$ cat config.mk
export PLATFORM = sky130hd
export DESIGN_NAME = dacif_top
export DESIGN_NICKNAME = d
export VERILOG_FILES = /design/src/rtl/dacif_pkg.sv /design/src/rtl/dacif_phase_fsm.sv /design/src/rtl/dacif_chan.sv /design/src/rtl/dacif_top.sv
export SDC_FILE = /design/constraint.sdc
export NUM_CORES = 1
export LEC_CHECK = 0
export BUFFER_PORTS_ARGS = -buffer_cell sky130_fd_sc_hd__buf_2
export CAP_MARGIN = 25
export CORE_MARGIN = 4
export CORE_UTILIZATION = 40
export DETAILED_ROUTE_END_ITERATION = 8
export GPL_TIMING_DRIVEN = 0
export PLACE_DENSITY = 0.74
export SYNTH_ARGS = -nofsm -noshare
export SYNTH_HDL_FRONTEND = slang
export SYNTH_HIERARCHICAL = 1
export SYNTH_SLANG_ARGS = --single-unit
export TNS_END_PERCENT = 100
$ cat constraint.sdc
create_clock -name clk -period 2 [get_ports clk]
set_clock_uncertainty 0.1 [all_clocks]
set_input_delay 0.3 -clock clk [delete_from_list [all_inputs] [get_ports clk]]
set_output_delay 0.3 -clock clk [all_outputs]
set_load 0.1 [all_outputs]
$ cat src/rtl/dacif_pkg.sv
package dacif_pkg;
    typedef enum logic [0:0] {
        PH_I = 1'b0,
        PH_Q = 1'b1
    } iq_phase_e;

    localparam int NUM_CH = 2;
    localparam int CH_I   = 0;
    localparam int CH_Q   = 1;
endpackage

$ cat src/rtl/dacif_phase_fsm.sv
module dacif_phase_fsm
    import dacif_pkg::*;
(
    input  logic      clk,
    input  logic      rst_n,
    input  logic      stream_mode,
    input  logic      wr,
    input  logic      realign,
    input  logic      sel_q,
    output logic      to_q,
    output iq_phase_e phase
);
    iq_phase_e state_q;
    iq_phase_e state_d;

    // state register
    always_ff @(posedge clk) begin
        if (!rst_n) begin
            state_q <= PH_I;
        end else begin
            state_q <= state_d;
        end
    end

    // next state and steering output
    always_comb begin
        state_d = state_q;
        to_q    = 1'b0;
        if (!stream_mode) begin
            state_d = PH_I;                       // T_PARK
        end else begin
            unique case (state_q)
                PH_I: begin
                    if (wr) begin
                        if (realign) begin
                            state_d = PH_Q;       // T_ALIGN
                        end else if (sel_q) begin
                            to_q    = 1'b1;       // T_SEL
                            state_d = PH_I;
                        end else begin
                            state_d = PH_Q;       // T_IQ
                        end
                    end else begin
                        state_d = PH_I;
                    end
                end
                PH_Q: begin
                    if (wr) begin
                        if (realign) begin
                            state_d = PH_Q;       // T_ALIGN
                        end else begin
                            to_q    = 1'b1;       // T_QI or T_SEL
                            state_d = PH_I;
                        end
                    end else if (realign) begin
                        state_d = PH_I;           // T_ALIGN_IDLE
                    end else begin
                        state_d = PH_Q;
                    end
                end
                default: state_d = PH_I;
            endcase
        end
    end

    assign phase = state_q;
endmodule

$ cat src/rtl/dacif_chan.sv
module dacif_chan #(
    parameter int DW = 8
) (
    input  logic          clk,
    input  logic          rst_n,
    input  logic          load_stage,
    input  logic [DW-1:0] stage_in,
    input  logic          load_out,
    output logic [DW-1:0] code
);
    localparam logic [DW-1:0] MID = {1'b1, {(DW-1){1'b0}}};

    logic [DW-1:0] stage_q;
    logic [DW-1:0] out_q;

    always_ff @(posedge clk) begin
        if (!rst_n) begin
            stage_q <= MID;
        end else if (load_stage) begin
            stage_q <= stage_in;
        end
    end

    always_ff @(posedge clk) begin
        if (!rst_n) begin
            out_q <= MID;
        end else if (load_out) begin
            out_q <= stage_q;
        end
    end

    assign code = out_q;
endmodule

$ cat src/rtl/dacif_top.sv
module dacif_top
    import dacif_pkg::*;
#(
    parameter int DW = 8
) (
    input  logic          clk,
    input  logic          rst_n,
    input  logic          dual_mode,
    input  logic [DW-1:0] din_a,
    input  logic [DW-1:0] din_b,
    input  logic          stb_a,
    input  logic          upd_a,
    input  logic          upd_b,
    input  logic          stb_b,
    input  logic          pause,
    output logic [DW-1:0] code_a,
    output logic [DW-1:0] code_b
);
    logic      stream_mode;
    logic      to_q;
    iq_phase_e phase_q;

    logic [NUM_CH-1:0]         ld_stage;
    logic [NUM_CH-1:0]         ld_out;
    logic [NUM_CH-1:0][DW-1:0] stage_din;
    logic [NUM_CH-1:0][DW-1:0] codes;

    assign stream_mode = !dual_mode;

    dacif_phase_fsm u_fsm (
        .clk        (clk),
        .rst_n      (rst_n),
        .stream_mode(stream_mode),
        .wr         (stb_a),
        .realign    (upd_b),
        .sel_q      (stb_b),
        .to_q       (to_q),
        .phase      (phase_q)
    );

    // steering of loads and updates per mode
    always_comb begin
        if (dual_mode) begin
            ld_stage[CH_I]  = stb_a;
            ld_stage[CH_Q]  = stb_b;
            stage_din[CH_I] = din_a;
            stage_din[CH_Q] = din_b;
            ld_out[CH_I]    = upd_a && !pause;
            ld_out[CH_Q]    = upd_b && !pause;
        end else begin
            ld_stage[CH_I]  = stb_a && !to_q;
            ld_stage[CH_Q]  = stb_a && to_q;
            stage_din[CH_I] = din_a;
            stage_din[CH_Q] = din_a;
            ld_out[CH_I]    = upd_a && !pause;
            ld_out[CH_Q]    = upd_a && !pause;
        end
    end

    for (genvar ch = 0; ch < NUM_CH; ch++) begin : g_ch
        dacif_chan #(.DW(DW)) u_chan (
            .clk       (clk),
            .rst_n     (rst_n),
            .load_stage(ld_stage[ch]),
            .stage_in  (stage_din[ch]),
            .load_out  (ld_out[ch]),
            .code      (codes[ch])
        );
    end

    assign code_a = codes[CH_I];
    assign code_b = codes[CH_Q];
endmodule

==> reports/summary.txt, run 1 <==
setup TNS: 0 ns
Layout Nets: 196
largest net degree at the start of global routing: 17
Crit. End Element: flop
largest area contributor in the netlist: dfxtp_1
simple-gate area share of the yosys netlist: 16.20%
final-report hold violation count: 0
post-synthesis sequential area ratio: 45.75%
Yosys cell types: 16
final worst slack: 0.4813 ns
ranking of synthesized cells by area: dfxtp_1 46%, mux2i_1 23%, nor2b_1 13%
Final min period: 1.519 ns
layout cell share with drive strength beyond 1: 35.26%
Seq cells post-synth: 33
post-CTS setup buffer count: 0
pre-CTS setup slack: 0.1750 ns
syn nets: 150
Leak: 0.7834 nW
initial antenna violation count: 0
Die ar.: 4635 um^2
GR Util All Layers: 12.63%
Max Cap Viol: 0
Slew headroom: 67.52%
CTS clock-pin slew for the worst setup and hold paths: 0.09 ns
final setup fails: 0
largest family of logic cells by synthesized area: multiplexers
Internal: 0.9220 mW
Avg Vias per Cell: 4.594
wire length per cell: 12.55 um
CTS sink cnt: 33
Max FO, Critical Path: 8
synth cell count leaders: 33 x dfxtp_1, 33 x mux2i_1, 29 x nor2b_1
final antenna-violating net count: 0
Root Buffer: clkbuf_4
DIE WIDTH: 68.08 um
Syn Area/Cell: 11.46 um^2
Mapped Area: 1444 um^2
critical path class: reg2reg
critical-path cell list: o21bai_2 > nor2_1 > nand2_1 > o21ai_0 > buf_6 > mux2i_1 > nor2b_1
gp weighted congestion: 0.7957
Post-synth EDFFs: 0
Ys Warns: 6
Die Ht: 68.08 um
drt total wl: 2.748 mm
CP arrival: 1.64 ns
H-tree lvl count: 2
Clock Path Buffers: 2
DRC: 0
first-pass GRT wire length: 4.284 mm
initial DRC count: 9
Peak VDD IR: 0.4863 mV
core footprint: 3416 um^2
num ports: 40
slowest CP cell: dfxtp_1
fillers: 301
Logic pwr share: 17.8%
status: completed
Post-Synth XOR/XNOR Area: 0%
Ant. Diodes: 0
Area Growth Syn to Fin: 20.88%
period utilisation layout: 75.94%
FFs w/ async S/R, synth: 0%
Port Buffer Count: 39
mux contribution to synthesized area: 30.68%
Clock Latency Late Sink: 0.32 ns
WP data required: 2.12 ns
fin. max-slew vios: 0
Synth Area in Compound Gates: 2.513%
total gr overflow: 0
Starting Density: 42.27%
Max Freq: 658.5 MHz
Critical R2R Launch: u_fsm/phase
Hold WC Path Type: in2reg
Adder-Cell Fraction of Synth Area: 0%
Mapped Cells: 126
hold_sp: din_a[7]
Crit path largest cell delay: 0.36 ns
Power Dens Cells: 718.2 nW/um^2
DR pass1 iterations: 4
Worst Setup SP: u_fsm/phase
Net Sw Frac: 26.45%
CTS tree: done
Slew @ Worst Pin: 0.4905 ns
vias in the first global route: 989
row count: 21
post-cts sizing count: 0
RSZ-0062 raised after global routing: no
post-DP HPWL: 2.164 mm
Seq pwr share: 55.8%
Post-CTS Hold Fix Bufs: 0
number of buffers created by CTS: 5
Critical Path Start Type: flop
Switching Power: 0.3316 mW
Yosys top cell area share: 45.75%
ys flop type: dfxtp_1
clock power share: 26.5%
vias after detailed routing: 1,006
==> cells in the final DEF (no fill, tap or decap), drive strengths merged <==
master	instances
and4bb	1
inv	1
and3	1
mux2i	33
mux2	8
dfxtp	33
nand2	7
nor2b	29
nor2	2
a22o	1
a21boi	1
o21ai	1
clkbuf	8
buf	46
o21bai	1
==> critical path, delay by kind of cell, from the launching register on <==
kind,cells,cell delay [ns]
AOI/OAI and AO/OA,2,0.28
buffers and inverters,1,0.18
DFF,1,0.36
muxes,1,0.20
and+or+nand+nor,3,0.30
==> through the flow <==
stage / instances / cell area (um^2) / hold slack, ns / power [mW] / util (%)
after floorplan: 126 / 1444 / 0.3274 / 0.8808 / -
after global placement: 211 / 1697 / 0.3525 / 0.9323 / 49.67
after detailed placement: 211 / 1697 / 0.3560 / 0.9390 / 49.67
after CTS: 219 / 1745 / 0.1278 / 1.273 / 51.10
after global routing: 219 / 1745 / 0.1437 / 1.318 / 51.10
final: 219 / 1745 / 0.1476 / 1.254 / 51.10
==> power by group through the flow <==
stage | Combinational [mW] | Sequential, mW | Clock [mW]
final | 0.223 | 0.699 | 0.332
after global routing | 0.239 | 0.702 | 0.377
after CTS | 0.225 | 0.699 | 0.348
after detailed placement | 0.225 | 0.714 | 0
after global placement | 0.220 | 0.713 | 0
after floorplan | 0.116 | 0.765 | 0
==> flip-flops by register name, indices dropped and copies added (netlist names) <==
signal / count
u_fsm/phase: 1
g_ch.u_chan/code: 16
g_ch.u_chan/stage_q: 16
==> cell families (layout without fill, tap and decap cells) <==
group	Yosys count	in the layout
muxes	41	41
AOI/OAI and AO/OA	4	4
DFF	33	33
buffers and inverters	8	55
and+or+nand+nor	40	40
==> per-layer routing <==
layer,global-route usage [%],vias to the layer above,wire length (um)
met3,4.762,3,154
met1,13.42,466,1186
li1,-,516,-
met5,0,-,0
met4,5.211,0,23
met2,22.26,21,1383
==> final timing paths <==
| path | endpoint | slack, ns | cells past startpoint |
|---|---|---|---|
| worst max-delay path | g_ch[1].u_chan/stage_q[4] | 0.48 | 7 |
| worst min-delay path | g_ch[0].u_chan/stage_q[7] | 0.15 | 3 |
| worst max register to register | g_ch[1].u_chan/stage_q[4] | 0.48 | 7 |
| worst min register to register | g_ch[1].u_chan/code[7] | 0.37 | 2 |
==> final cells by class <==
cell class	count	area, um^2	share of cell area (%)
buffer	7	66.31	3.799
tap	46	57.56	3.297
clock buffer	8	48.80	2.796
timing repair buffer	39	195.2	11.18
sequential	33	660.6	37.85
inverter	1	3.754	0.2151
multi-input combinational	85	713.2	40.86
Note: power is estimated with default switching activity, not from simulation.
==> inputs of run 2 (changes only) <==
==> constraint.sdc (replaced) <==
create_clock -name clk -period 1.6 [get_ports clk]
set_clock_uncertainty 0.1 [all_clocks]
set_input_delay 0.24 -clock clk [delete_from_list [all_inputs] [get_ports clk]]
set_output_delay 0.24 -clock clk [all_outputs]
set_load 0.1 [all_outputs]
==> reports/summary.txt, run 2 (same netlist as run 1, synthesis figures left out) <==
worst setup path end: g_ch[1].u_chan/stage_q[4] (unchanged)
row count: 21 (unchanged)
WP data required: 1.72 ns (was 2.12 ns)
CTS tree: done (unchanged)
DR pass1 iterations: 4 (unchanged)
Layout Nets: 196 (unchanged)
CP arrival: 1.58 ns (was 1.64 ns)
Max Cap Viol: 0 (unchanged)
GR Util All Layers: 12.63% (unchanged)
CTS clock-pin slew for the worst setup and hold paths: 0.09 ns (about the same)
highest routed metal layer: met4 (unchanged)
Slew headroom: 67.52% (unchanged)
initial DRC count: 9 (unchanged)
Die Ht: 68.08 um (unchanged)
Post-Route M1 WL: 1.186 mm (unchanged)
total gr overflow: 0 (unchanged)
first-pass GRT wire length: 4.284 mm (unchanged)
Worst Setup SP: u_fsm/phase (unchanged)
drt total wl: 2.747 mm (was 2.748 mm)
vias in the first global route: 989 (unchanged)
num ports: 40 (unchanged)
DIE WIDTH: 68.08 um (unchanged)
H-tree lvl count: 2 (unchanged)
cell count of the worst reg-to-reg path: 7 (unchanged)
post-DP HPWL: 2.164 mm (unchanged)
gp weighted congestion: 0.7957 (unchanged)
Area Growth Syn to Fin: 20.88% (unchanged)
number of buffers created by CTS: 5 (unchanged)
fillers: 301 (unchanged)
WL met2: 1.382 mm (was 1.383 mm)
Crit Reg-Reg Endpoint: g_ch[1].u_chan/stage_q[4] (unchanged)
Hold WC Path Type: in2reg (unchanged)
Avg Vias per Cell: 4.594 (unchanged)
Tot Pwr: 1.567 mW (was 1.254 mW)
Die ar.: 4635 um^2 (unchanged)
Starting Density: 42.27% (unchanged)
Leak: 0.7834 nW (about the same)
Slew @ Worst Pin: 0.4905 ns (unchanged)
metal3 WL: 154 um (unchanged)
period utilisation layout: 91.58% (was 75.94%)
Crit. End Element: flop (unchanged)
final worst slack: 0.1347 ns (was 0.4813 ns)
final-report hold violation count: 0 (unchanged)
Clock Latency Late Sink: 0.32 ns (about the same)
post-CTS setup buffer count: 0 (unchanged)
wire length per cell: 12.54 um (was 12.55 um)
CTS sink cnt: 33 (unchanged)
layout cell share with drive strength beyond 1: 35.26% (unchanged)
fin. max-slew vios: 0 (unchanged)
final setup fails: 0 (unchanged)
Critical Path Start Type: flop (unchanged)
commonest non-fill, non-tap cells in the layout: 41 x buf_2, 33 x mux2i_1, 33 x dfxtp_1, 29 x nor2b_1, 7 x nand2_1 (unchanged)
pre-CTS setup slack: -0.1651 ns (was 0.1750 ns)
Ant. Diodes: 0 (unchanged)
Clock Path Buffers: 2 (unchanged)
final antenna-violating net count: 0 (unchanged)
core footprint: 3416 um^2 (unchanged)
R2R Setup Slk: 0.13 ns (was 0.48 ns)
Power Dens Cells: 897.9 nW/um^2 (was 718.2 nW/um^2)
Critical R2R Launch: u_fsm/phase (unchanged)
Port Buffer Count: 39 (unchanged)
Final min period: 1.465 ns (was 1.519 ns)
initial antenna violation count: 0 (unchanged)
Max Freq: 682.5 MHz (was 658.5 MHz)
Root Buffer: clkbuf_4 (unchanged)
Max FO, Critical Path: 8 (unchanged)
RSZ-0062 raised after global routing: no (unchanged)
largest net degree at the start of global routing: 17 (unchanged)
DRC: 0 (unchanged)
vias after detailed routing: 1,006 (unchanged)
status: completed (unchanged)
most common cell after layout, fill and taps aside: buf_2 (unchanged)
Peak VDD IR: 0.6079 mV (was 0.4863 mV)
critical path class: reg2reg (unchanged)
## run 2: cell type report
| cell class | count | area, um^2 | share of cell area (%) |
|---|---|---|---|
| Clock buffer | 8 | 48.80 | 2.796 |
| Buffer | 7 | 66.31 | 3.799 |
| Multi-Input combinational cell | 85 | 713.2 | 40.86 |
| Tap cell | 46 | 57.56 | 3.297 |
| Sequential cell | 33 | 660.6 | 37.85 |
| Inverter | 1 | 3.754 | 0.2151 |
| Timing Repair Buffer | 39 | 195.2 | 11.18 |
## run 2: worst min-delay path by stage
stage	from	end	cells past startpoint
finish	din_a[7]	g_ch[0].u_chan/stage_q[7]	3
global route	din_a[7]	g_ch[0].u_chan/stage_q[7]	3
CTS	din_a[7]	g_ch[0].u_chan/stage_q[7]	3
detailed placement	g_ch[1].u_chan/code[7]	g_ch[1].u_chan/code[7]	2
global placement	g_ch[1].u_chan/code[7]	g_ch[1].u_chan/code[7]	2
floorplan	din_a[7]	g_ch[0].u_chan/stage_q[7]	2
## run 2: where the power goes
part	switching [mW]	internal [mW]	leakage, nW
sequential	0.0183	0.855	0.269
clock	0.240	0.175	0.0265
combinational	0.156	0.122	0.488
## run 2: routing by layer
metal / track usage, % / vias up
met2: 22.26 / 21
met5: 0 / -
met1: 13.42 / 466
met3: 4.762 / 3
met4: 5.211 / 0
li1: - / 516
## run 2: critical path, cell delays in order, from the launching register on
cell and delay, ns:
dfxtp_1 0.36, o21bai_2 0.09, nor2_1 0.17, nand2_1 0.07
o21ai_1 0.14, buf_6 0.17, mux2i_1 0.20, nor2b_1 0.06
## run 2: through the flow
| stage | std cells | TNS, ns | area (um^2) | hold WS [ns] | utilization [%] |
|---|---|---|---|---|---|
| 6_report | 219 | 0 | 1745 | 0.08762 | 51.10 |
| 5_1_grt | 219 | 0 | 1745 | 0.08365 | 51.10 |
| 4_1_cts | 219 | 0 | 1745 | 0.06785 | 51.10 |
| 3_5_place_dp | 211 | -1.252 | 1697 | 0.3560 | 49.67 |
| 3_3_place_gp | 211 | -0.8976 | 1697 | 0.3525 | 49.67 |
| 2_1_floorplan | 126 | 0 | 1444 | 0.2674 | - |
## run 2: repair_timing
| item | CTS | global route |
|---|---|---|
| endpoints found under the setup margin | 0 | 8 |
| hold buffers | 0 | 0 |
| resized for setup | 0 | 1 |
==> inputs of run 3 (changes only) <==
--- a/config.mk
+++ b/config.mk
@@ -5,7 +5,7 @@
 export SDC_FILE = /design/constraint.sdc
 export NUM_CORES = 1
 export LEC_CHECK = 0
-export BUFFER_PORTS_ARGS = -buffer_cell sky130_fd_sc_hd__buf_2
+export BUFFER_PORTS_ARGS = -buffer_cell sky130_fd_sc_hd__buf_4
 export CAP_MARGIN = 25
 export CORE_MARGIN = 4
 export CORE_UTILIZATION = 40
==> constraint.sdc (replaced) <==
create_clock -name clk -period 1.7 [get_ports clk]
set_clock_uncertainty 0.1 [all_clocks]
set_input_delay 0.255 -clock clk [delete_from_list [all_inputs] [get_ports clk]]
set_output_delay 0.255 -clock clk [all_outputs]
set_load 0.1 [all_outputs]
==> reports/summary.txt, run 3 (same netlist as run 1, synthesis figures left out) <==
clock power share: 27.0% (was 26.5%)
commonest non-fill, non-tap cells in the layout: 39 x buf_4, 33 x mux2i_1, 33 x dfxtp_1, 29 x nor2b_1, 7 x nand2_1 (was 41 x buf_2, 33 x mux2i_1, 33 x dfxtp_1, 29 x nor2b_1, 7 x nand2_1)
CP bufs+invs: 1 (unchanged)
Hold WC Path Type: in2reg (unchanged)
Peak VDD IR: 0.6014 mV (was 0.6079 mV)
num ports: 40 (unchanged)
CP top delay family: flip-flops (unchanged)
Critical Path Start Type: flop (unchanged)
vias after detailed routing: 998 (was 1,006)
vias in the first global route: 1,026 (was 989)
initial antenna violation count: 0 (unchanged)
CP arrival: 1.68 ns (was 1.58 ns)
Root Buffer: clkbuf_4 (unchanged)
Area Growth Syn to Fin: 27.82% (was 20.88%)
initial DRC count: 28 (was 9)
number of buffers created by CTS: 5 (unchanged)
Post-CTS Hold Fix Bufs: 0 (unchanged)
CTS tree: done (unchanged)
total gr overflow: 0 (unchanged)
core footprint: 3416 um^2 (unchanged)
most common cell after layout, fill and taps aside: buf_4 (was buf_2)
Internal: 1.098 mW (was 1.153 mW)
Tot Pwr: 1.513 mW (was 1.567 mW)
DR pass1 iterations: 4 (unchanged)
CTS clock-pin slew for the worst setup and hold paths: 0.10 ns (was 0.09 ns)
largest net degree at the start of global routing: 17 (unchanged)
Max FO, Critical Path: 8 (unchanged)
Switching Power: 0.4159 mW (was 0.4146 mW)
final setup fails: 0 (unchanged)
drt total wl: 2.783 mm (was 2.747 mm)
Crit path largest cell delay: 0.36 ns (about the same)
Starting Density: 42.27% (unchanged)
Net Sw Frac: 27.48% (was 26.46%)
fillers: 321 (was 301)
post-CTS setup buffer count: 0 (unchanged)
Crit. End Element: flop (unchanged)
gp weighted congestion: 0.8106 (was 0.7957)
period utilisation layout: 91.39% (was 91.58%)
placed cell areas: 1794 um^2 (was 1697 um^2)
Clock Path Buffers: 2 (unchanged)
final-report hold violation count: 0 (unchanged)
Power Dens Cells: 820.1 nW/um^2 (was 897.9 nW/um^2)
Logic pwr share: 18.7% (was 17.8%)
final core utilization: 54.03% (was 51.10%)
slowest CP cell: dfxtp_1 (unchanged)
Avg Vias per Cell: 4.557 (was 4.594)
Layout Nets: 196 (unchanged)
RSZ-0062 raised after global routing: no (unchanged)
status: completed (unchanged)
first-pass GRT wire length: 4.491 mm (was 4.284 mm)
final instance area: 1846 um^2 (was 1745 um^2)
fin. max-slew vios: 0 (unchanged)
Seq pwr share: 54.4% (was 55.7%)
critical-path cell list: o21bai_2 > nor2_1 > nand2_1 > o21ai_0 > buf_6 > mux2i_1 > nor2b_1 (was o21bai_2 > nor2_1 > nand2_1 > o21ai_1 > buf_6 > mux2i_1 > nor2b_1)
Ant. Diodes: 0 (unchanged)
Final min period: 1.554 ns (was 1.465 ns)
CTS sink cnt: 33 (unchanged)
GR Util All Layers: 13.41% (was 12.63%)
critical path class: reg2reg (unchanged)
final antenna-violating net count: 0 (unchanged)
layout cell share with drive strength beyond 1: 36.42% (was 35.26%)
Port Buffer Count: 39 (unchanged)
Die Ht: 68.08 um (unchanged)
wire length per cell: 12.71 um (was 12.54 um)
post-DP HPWL: 2.125 mm (was 2.164 mm)
H-tree lvl count: 2 (unchanged)
WP data required: 1.82 ns (was 1.72 ns)
Max Freq: 643.6 MHz (was 682.5 MHz)
setup TNS: 0 ns (unchanged)
DRC: 0 (unchanged)
Leak: 0.8113 nW (was 0.7834 nW)
Max Cap Viol: 0 (unchanged)
Die ar.: 4635 um^2 (unchanged)
post-cts sizing count: 0 (unchanged)
row count: 21 (unchanged)
Clock Latency Late Sink: 0.32 ns (about the same)
DIE WIDTH: 68.08 um (unchanged)
Slew headroom: 81.41% (was 67.52%)
Slew @ Worst Pin: 0.2811 ns (was 0.4905 ns)
[run 3: cell type report]
cell class              instances  area (um^2)  share of cell area [%]
multi-input cells              85        713.2                   38.64
inverters                       1        3.754                  0.2034
repair buffers                 39        292.8                   15.86
plain buffers                   7        66.31                   3.593
well taps                      46        57.56                   3.119
clock inverters                 2        10.01                  0.5424
flip-flops and latches         33        660.6                   35.80
clock buffers                   6        41.29                   2.237
[run 3: metrics by stage]
| step | setup slack (ns) | hold slack [ns] | std cells |
|---|---|---|---|
| after floorplan | 0.1822 | 0.2824 | 126 |
| after global placement | -0.03499 | 0.3561 | 211 |
| after detailed placement | -0.1405 | 0.3688 | 211 |
| after CTS | 0.1321 | 0.04016 | 219 |
| after global routing | 0.04017 | 0.06368 | 219 |
| final | 0.1463 | 0.06082 | 219 |
[run 3: final timing paths]
kind | to | slack (ns) | start | cells past startpoint
max | g_ch[1].u_chan/stage_q[3] | 0.15 | u_fsm/phase | 7
min | g_ch[0].u_chan/stage_q[7] | 0.06 | din_a[7] | 3
max reg2reg | g_ch[1].u_chan/stage_q[3] | 0.15 | u_fsm/phase | 7
min reg2reg | g_ch[1].u_chan/stage_q[7] | 0.39 | g_ch[1].u_chan/stage_q[7] | 2
[run 3: metal layers]
layer / global-route usage, % / up-vias / share of wire [%]
met2: 21.42 / 25 / 49
met4: 6.700 / 0 / 0.75
met3: 6.076 / 2 / 6.1
li1: - / 514 / -
met5: 0 / - / 0
met1: 15.02 / 457 / 44
[run 3: power by group through the flow]
stage	clock (mW)	sequential [mW]	combinational, mW
floorplan	0	0.900	0.137
global placement	0	0.839	0.279
detailed placement	0	0.840	0.284
CTS	0.426	0.823	0.285
global route	0.464	0.827	0.304
finish	0.408	0.823	0.282
[run 3: worst min-delay path, stage by stage]
cell and delay (ns):
buf_4 0.08, mux2i_1 0.06, nand2_1 0.06
